==> config.mk <==
export PLATFORM = sky130hd
export DESIGN_NAME = refsel_phase_det
export DESIGN_NICKNAME = d
export VERILOG_FILES = /design/src/rtl/refsel_pkg.sv /design/src/rtl/refsel_sel_decode.sv /design/src/rtl/refsel_fall_detect.sv /design/src/rtl/refsel_fb_divider.sv /design/src/rtl/refsel_err_count.sv /design/src/rtl/refsel_phase_det.sv
export SDC_FILE = /design/constraint.sdc
export NUM_CORES = 1
export LEC_CHECK = 0
export CORE_UTILIZATION = 40
export DETAILED_ROUTE_END_ITERATION = 8
export PLACE_DENSITY_LB_ADDON = 0.12
export SETUP_SLACK_MARGIN = 0.5
export SYNTH_ARGS = -nofsm -noshare
export SYNTH_HDL_FRONTEND = slang
export SYNTH_HIERARCHICAL = 1
export SYNTH_SLANG_ARGS = --single-unit
export TNS_END_PERCENT = 10
==> constraint.sdc <==
create_clock -name clk -period 6.32 [get_ports clk]
set_input_delay 1.58 -clock clk [delete_from_list [all_inputs] [get_ports clk]]
set_output_delay 1.58 -clock clk [all_outputs]
set_load 0.03 [all_outputs]
==> src/rtl/refsel_pkg.sv <==
package refsel_pkg;

   typedef enum logic [1:0] {
      SEL_RSVD = 2'b00,
      SEL_LOW  = 2'b01,
      SEL_T1   = 2'b10,
      SEL_E1   = 2'b11
   } refsel_code_e;

   function automatic int max3(input int a, input int b, input int c);
      int m;
      m = (a > b) ? a : b;
      return (m > c) ? m : c;
   endfunction

endpackage

==> src/rtl/refsel_sel_decode.sv <==
module refsel_sel_decode
   import refsel_pkg::*;
#(
   parameter int P_LOW = 2500,
   parameter int P_T1  = 13,
   parameter int P_E1  = 10,
   parameter int CW    = 12
) (
   input  logic          clk,
   input  logic          rst_n,
   input  logic [1:0]    sel_i,
   output logic [CW-1:0] period_o,
   output logic          code_ok_o,
   output logic          sel_bad_o,
   output logic          rst_req_o
);

   logic         cap_v_q;
   refsel_code_e sel_cap_q;
   refsel_code_e sel_now;

   assign sel_now = refsel_code_e'(sel_i);

   // capture once after reset, then watch for changes
   always_ff @(posedge clk or negedge rst_n) begin
      if (!rst_n) begin
         cap_v_q   <= 1'b0;
         sel_cap_q <= SEL_RSVD;
         sel_bad_o <= 1'b0;
         rst_req_o <= 1'b0;
      end else begin
         if (!cap_v_q) begin
            cap_v_q   <= 1'b1;
            sel_cap_q <= sel_now;
         end
         rst_req_o <= rst_req_o | (cap_v_q && (sel_now != sel_cap_q));
         sel_bad_o <= (sel_now == SEL_RSVD) | (cap_v_q && (sel_cap_q == SEL_RSVD));
      end
   end

   always_comb begin
      unique case (sel_cap_q)
         SEL_LOW:  period_o = CW'(P_LOW);
         SEL_T1:   period_o = CW'(P_T1);
         SEL_E1:   period_o = CW'(P_E1);
         default:  period_o = CW'(P_LOW);
      endcase
   end

   assign code_ok_o = cap_v_q && (sel_cap_q != SEL_RSVD);

endmodule

==> src/rtl/refsel_fall_detect.sv <==
module refsel_fall_detect #(
   parameter int STAGES = 2
) (
   input  logic clk,
   input  logic rst_n,
   input  logic ref_i,
   output logic fall_o
);

   logic [STAGES:0] sh;

   // synchroniser chain plus one history flop
   for (genvar g = 0; g <= STAGES; g++) begin : g_stage
      if (g == 0) begin : g_first
         always_ff @(posedge clk or negedge rst_n) begin
            if (!rst_n) sh[g] <= 1'b0;
            else        sh[g] <= ref_i;
         end
      end else begin : g_next
         always_ff @(posedge clk or negedge rst_n) begin
            if (!rst_n) sh[g] <= 1'b0;
            else        sh[g] <= sh[g-1];
         end
      end
   end

   assign fall_o = sh[STAGES] & ~sh[STAGES-1];

endmodule

==> src/rtl/refsel_fb_divider.sv <==
module refsel_fb_divider #(
   parameter int CW = 12
) (
   input  logic          clk,
   input  logic          rst_n,
   input  logic          en_i,
   input  logic          fall_i,
   input  logic [CW-1:0] period_i,
   output logic [CW-1:0] cnt_o,
   output logic          aligned_o
);

   logic [CW-1:0] last_phase;
   assign last_phase = period_i - CW'(1);

   always_ff @(posedge clk or negedge rst_n) begin
      if (!rst_n) begin
         aligned_o <= 1'b0;
         cnt_o     <= '0;
      end else if (en_i) begin
         if (!aligned_o) begin
            if (fall_i) begin
               aligned_o <= 1'b1;
               cnt_o     <= CW'(1);
            end
         end else if (cnt_o >= last_phase) begin
            cnt_o <= '0;
         end else begin
            cnt_o <= cnt_o + CW'(1);
         end
      end
   end

endmodule

==> src/rtl/refsel_err_count.sv <==
module refsel_err_count #(
   parameter int CW = 12,
   parameter int EW = 16
) (
   input  logic                 clk,
   input  logic                 rst_n,
   input  logic                 en_i,
   input  logic                 fall_i,
   input  logic                 aligned_i,
   input  logic [CW-1:0]        cnt_i,
   input  logic [CW-1:0]        period_i,
   output logic signed [EW-1:0] err_o,
   output logic                 valid_o,
   output logic                 lor_o
);

   logic [CW:0]          lcnt_q;
   logic [CW:0]          lim;
   logic                 lost;
   logic                 take;
   logic signed [EW-1:0] c_s, p_s, h_s, raw, sat;

   assign lim  = {period_i, 1'b0};
   assign lost = en_i && (lcnt_q >= lim);
   assign take = fall_i & aligned_i & en_i & ~lost;

   assign c_s = EW'(cnt_i);
   assign p_s = EW'(period_i);
   assign h_s = EW'(period_i >> 1);
   assign raw = (c_s <= h_s) ? c_s : (c_s - p_s);

   always_comb begin
      if (raw > h_s)       sat = h_s;
      else if (raw < -h_s) sat = -h_s;
      else                 sat = raw;
   end

   always_ff @(posedge clk or negedge rst_n) begin
      if (!rst_n) begin
         lcnt_q  <= '0;
         valid_o <= 1'b0;
         err_o   <= '0;
      end else begin
         valid_o <= take;
         if (take) err_o <= sat;
         if (!en_i || fall_i) lcnt_q <= '0;
         else if (!lost)      lcnt_q <= lcnt_q + 1'b1;
      end
   end

   assign lor_o = lost;

endmodule

==> src/rtl/refsel_phase_det.sv <==
module refsel_phase_det
   import refsel_pkg::*;
#(
   parameter int P_LOW       = 2500,
   parameter int P_T1        = 13,
   parameter int P_E1        = 10,
   parameter int SYNC_STAGES = 2,
   parameter int ERR_W       = 16
) (
   input  logic                    clk,
   input  logic                    rst_n,
   input  logic [1:0]              sel_i,
   input  logic                    ref_i,
   output logic signed [ERR_W-1:0] err_o,
   output logic                    valid_o,
   output logic                    lor_o,
   output logic                    sel_bad_o,
   output logic                    rst_req_o
);

   localparam int P_MAX = max3(P_LOW, P_T1, P_E1);
   localparam int CW    = $clog2(P_MAX + 1);

   if (P_LOW < 4 || P_T1 < 4 || P_E1 < 4) begin : g_chk_period
      $error("feedback periods must be at least 4 clocks");
   end
   if (SYNC_STAGES < 2) begin : g_chk_sync
      $error("synchroniser needs at least two stages");
   end
   if (ERR_W < CW + 1) begin : g_chk_width
      $error("error width too small for the longest period");
   end

   logic [CW-1:0] op_period;
   logic          code_ok;
   logic          ref_fall;
   logic          fb_aligned;
   logic [CW-1:0] fb_cnt;
   logic          meas_en;

   refsel_sel_decode #(
      .P_LOW(P_LOW), .P_T1(P_T1), .P_E1(P_E1), .CW(CW)
   ) u_dec (
      .clk(clk), .rst_n(rst_n), .sel_i(sel_i),
      .period_o(op_period), .code_ok_o(code_ok),
      .sel_bad_o(sel_bad_o), .rst_req_o(rst_req_o)
   );

   refsel_fall_detect #(.STAGES(SYNC_STAGES)) u_edge (
      .clk(clk), .rst_n(rst_n), .ref_i(ref_i), .fall_o(ref_fall)
   );

   refsel_fb_divider #(.CW(CW)) u_fb (
      .clk(clk), .rst_n(rst_n), .en_i(code_ok), .fall_i(ref_fall),
      .period_i(op_period), .cnt_o(fb_cnt), .aligned_o(fb_aligned)
   );

   assign meas_en = code_ok & ~sel_bad_o;

   refsel_err_count #(.CW(CW), .EW(ERR_W)) u_err (
      .clk(clk), .rst_n(rst_n), .en_i(meas_en), .fall_i(ref_fall),
      .aligned_i(fb_aligned), .cnt_i(fb_cnt), .period_i(op_period),
      .err_o(err_o), .valid_o(valid_o), .lor_o(lor_o)
   );

endmodule

==> out/qor.txt <==
Post-Syn Instances: 603
Routability Congestion: 0.928
Top-area cell type share of the netlist area: 24.2%
Worst slew pin tran: 0.687 ns
Vias in the first global route: 4398
Cts hold-fix bufs: 0
Final Hold Viols: 0
Port Buffers: 24
Synthesis-stage register bit count: 51
RSZ-0062 raised after global routing: no
Ys async rst share: 100%
Gr usage total: 22.1%
Pin count of the biggest net entering global routing: 52
Hold endpoint: u_edge/sh[1]
Yosys warning count: 6
Initial antenna violation count: 0
FMAX: 182 MHz
Status: complete, no violations
Ports: 25
Fill count: 1309
WP data arrival: 3.90 ns
Longest Clk Path Bufs: 2
Starting Density: 41.5%
H-tree lvl count: 2
Total power draw: 1.78 mW
Min-Delay Path Depth: 0
FP Rows: 41
Max-slew violation count: 0
Die height: 117 microns
Global-route wire length before repair: 23000 microns
Area delta synth->final: 11.2%
Sink Count: 51
Syn Area/Cell: 8.75 sq um
Final setup violation count: 0
Layout cells sized above 1: 9.11%
CTS Root Cell: clkbuf_16
Vias/cell: 5.64
CP required: 4.74 ns
Hold WC Path Type: reg -> reg
Remaining Overflow, GRT: 0
Worst-Skew Late Latency: 0.31 ns
Worst reg2reg path depth: 21
Per-cell routed wire length: 17.4 microns
Worst reg2reg setup slack: 0.97 ns
Diode count: 0
Sequential area share after synthesis: 24.2%
Pwr per Cell Area: 304 mW/mm^2
Drt first pass iters: 5
Worst Path Max Fanout: 29
Reg area: 0.00128 sq mm
DRT antenna net count: 0
Final period utilization: 86.7%
Top cells by area, synth: dfrtp_1 24%, ha_1 17%, mux2i_1 4.2%
Total CTS buffers: 5
Peak VDD IR: 0.152 mV
Hold_sp: u_edge/sh[0]
DR vias: 4502
Leak: 2.73 nW
Relative slew margins: 54.2%
Total Neg Setup Slack: 0 ns
Critical path launch point type: flop
Synth cell types: 75
Multi-input logic area: 0.00376 sq mm
Wire length after detailed routing: 13900 microns
Commonest cells post-synth: 73 x ha_1, 55 x nand2_1, 51 x dfrtp_1
Max-cap violations: 0
Core ar.: 0.0127 sq mm
Final-stage net count: 704
Cell taking the most area after synthesis: dfrtp_1
Clock Skews: 0.00859 ns
Number of flops mapped to enable cells by yosys: 0
Post-synthesis instance area: 0.00528 sq mm
Critical Path Sink Type: output port
DR iter-0 viols: 199
R2R Path End: u_err/err_o[4]
Residual DRC: 0
Crit path time final: 5.48 ns
Clk pin slew, worst setup/hold paths: 0.08 ns
Dpl hpwl: 10600 microns
CTS tree: done
Die area: 0.0137 sq mm
Count leader, synth: ha_1
Primary FF master, synth: dfrtp_1
Reg-to-Reg Start: u_dec/sel_cap_q[1]
Crit Path Class: reg -> out
Die Span X: 117 microns
-- timing repair --
action                     in CTS  in global routing
pin swaps                       1                  0
resized for setup               1                  6
setup endpoints to repair      16                 17
gates cloned                    0                  0
buffers inserted                2                  3
-- registers in the layout, summed over array words and instances (netlist names) --
signal	cells
u_edge/sh	3
u_err/valid_o	1
u_fb/cnt_o	12
u_dec/sel_cap_q	2
u_dec/sel_bad_o	1
u_err/err_o	16
u_dec/cap_v_q	1
u_dec/rst_req_o	1
u_err/lcnt_q	13
u_fb/aligned_o	1
-- how the worst max path moves through the flow --
stage | start | to | slack (ns) | depth (start not counted)
finish | u_dec/sel_cap_q[1] | lor_o | 0.84 | 11
global route | u_dec/sel_cap_q[0] | u_err/err_o[0] | 0.54 | 23
CTS | u_dec/sel_cap_q[1] | u_err/err_o[0] | 0.56 | 24
detailed placement | u_dec/sel_cap_q[1] | u_err/err_o[7] | 0.27 | 23
global placement | u_dec/sel_cap_q[1] | u_err/err_o[7] | 0.42 | 23
floorplan | u_dec/sel_cap_q[1] | u_err/err_o[5] | 1.24 | 25
-- kinds of logic after synthesis --
group	Yosys count	synth area share, %
AO/OA/AOI/OAI	142	18.8
XOR/XNOR	44	7.30
adder cells (fa/ha/maj)	75	17.9
buffers and inverters	58	5.22
flip-flops	51	24.2
multiplexers	27	5.45
other	2	0.142
AND/OR/NAND/NOR	204	21.0
-- stage by stage --
stage | hold WS, ns | setup slack [ns] | cells | cell area (sq um) | utilization (%)
after floorplan | 0.331 | 1.24 | 606 | 5290 | -
after global placement | 0.355 | 0.419 | 785 | 5640 | 44.4
after detailed placement | 0.340 | 0.271 | 785 | 5640 | 44.4
after CTS | 0.367 | 0.555 | 795 | 5820 | 45.8
after global routing | 0.376 | 0.538 | 798 | 5870 | 46.1
final | 0.366 | 0.840 | 798 | 5870 | 46.1
-- power by group --
group          internal, mW  switching, mW
clock                 0.149          0.141
sequential            0.391         0.0842
combinational         0.439          0.579
total                 0.980          0.805
-- cell type report --
type / instances / area share (%)
tap: 172 / 3.67
multi-input combinational: 497 / 64.1
sequential: 51 / 21.8
clock inverter: 3 / 0.405
timing repair buffer: 36 / 5.75
inverter: 34 / 2.17
clock buffer: 5 / 2.13
-- cells in the final DEF, fill, tap and decap left out, types with 6 or more instances in the layout --
cell             count
a21oi_1             27
nor2_1              40
nor3_1              16
a211oi_1            10
or3_1                6
inv_1               34
nand4_1             10
nand2b_1             7
o21ai_1             13
and3_1               9
o21a_1               6
o21ai_0             17
xnor2_1             23
ha_1                73
nand2_1             54
a21o_1              15
buf_4               11
a211o_1              6
dfrtp_1             50
xor2_1              21
mux2i_1             22
a31oi_1             12
clkdlybuf4s50_1     23
nand3_1             17
-- worst max-delay path, stage by stage, from the launching register on --
cell             delay (ns)
dfrtp_2                0.47
inv_1                  0.13
buf_4                  0.35
inv_1                  0.29
ha_1                   0.39
nand4_1                0.09
nor4_1                 0.24
a211o_1                0.14
a41oi_1                0.05
o21ai_1                0.52
and2_1                 0.21
clkdlybuf4s50_1        0.68
-- per-layer routing --
layer,track usage [%],wire (microns),up-vias
met5,0,0,-
met4,6.92,274,0
met3,3.04,497,19
met2,38.4,6650,89
met1,28.3,6440,2152
li1,-,-,2242
Note: power is estimated with default switching activity, not from simulation.
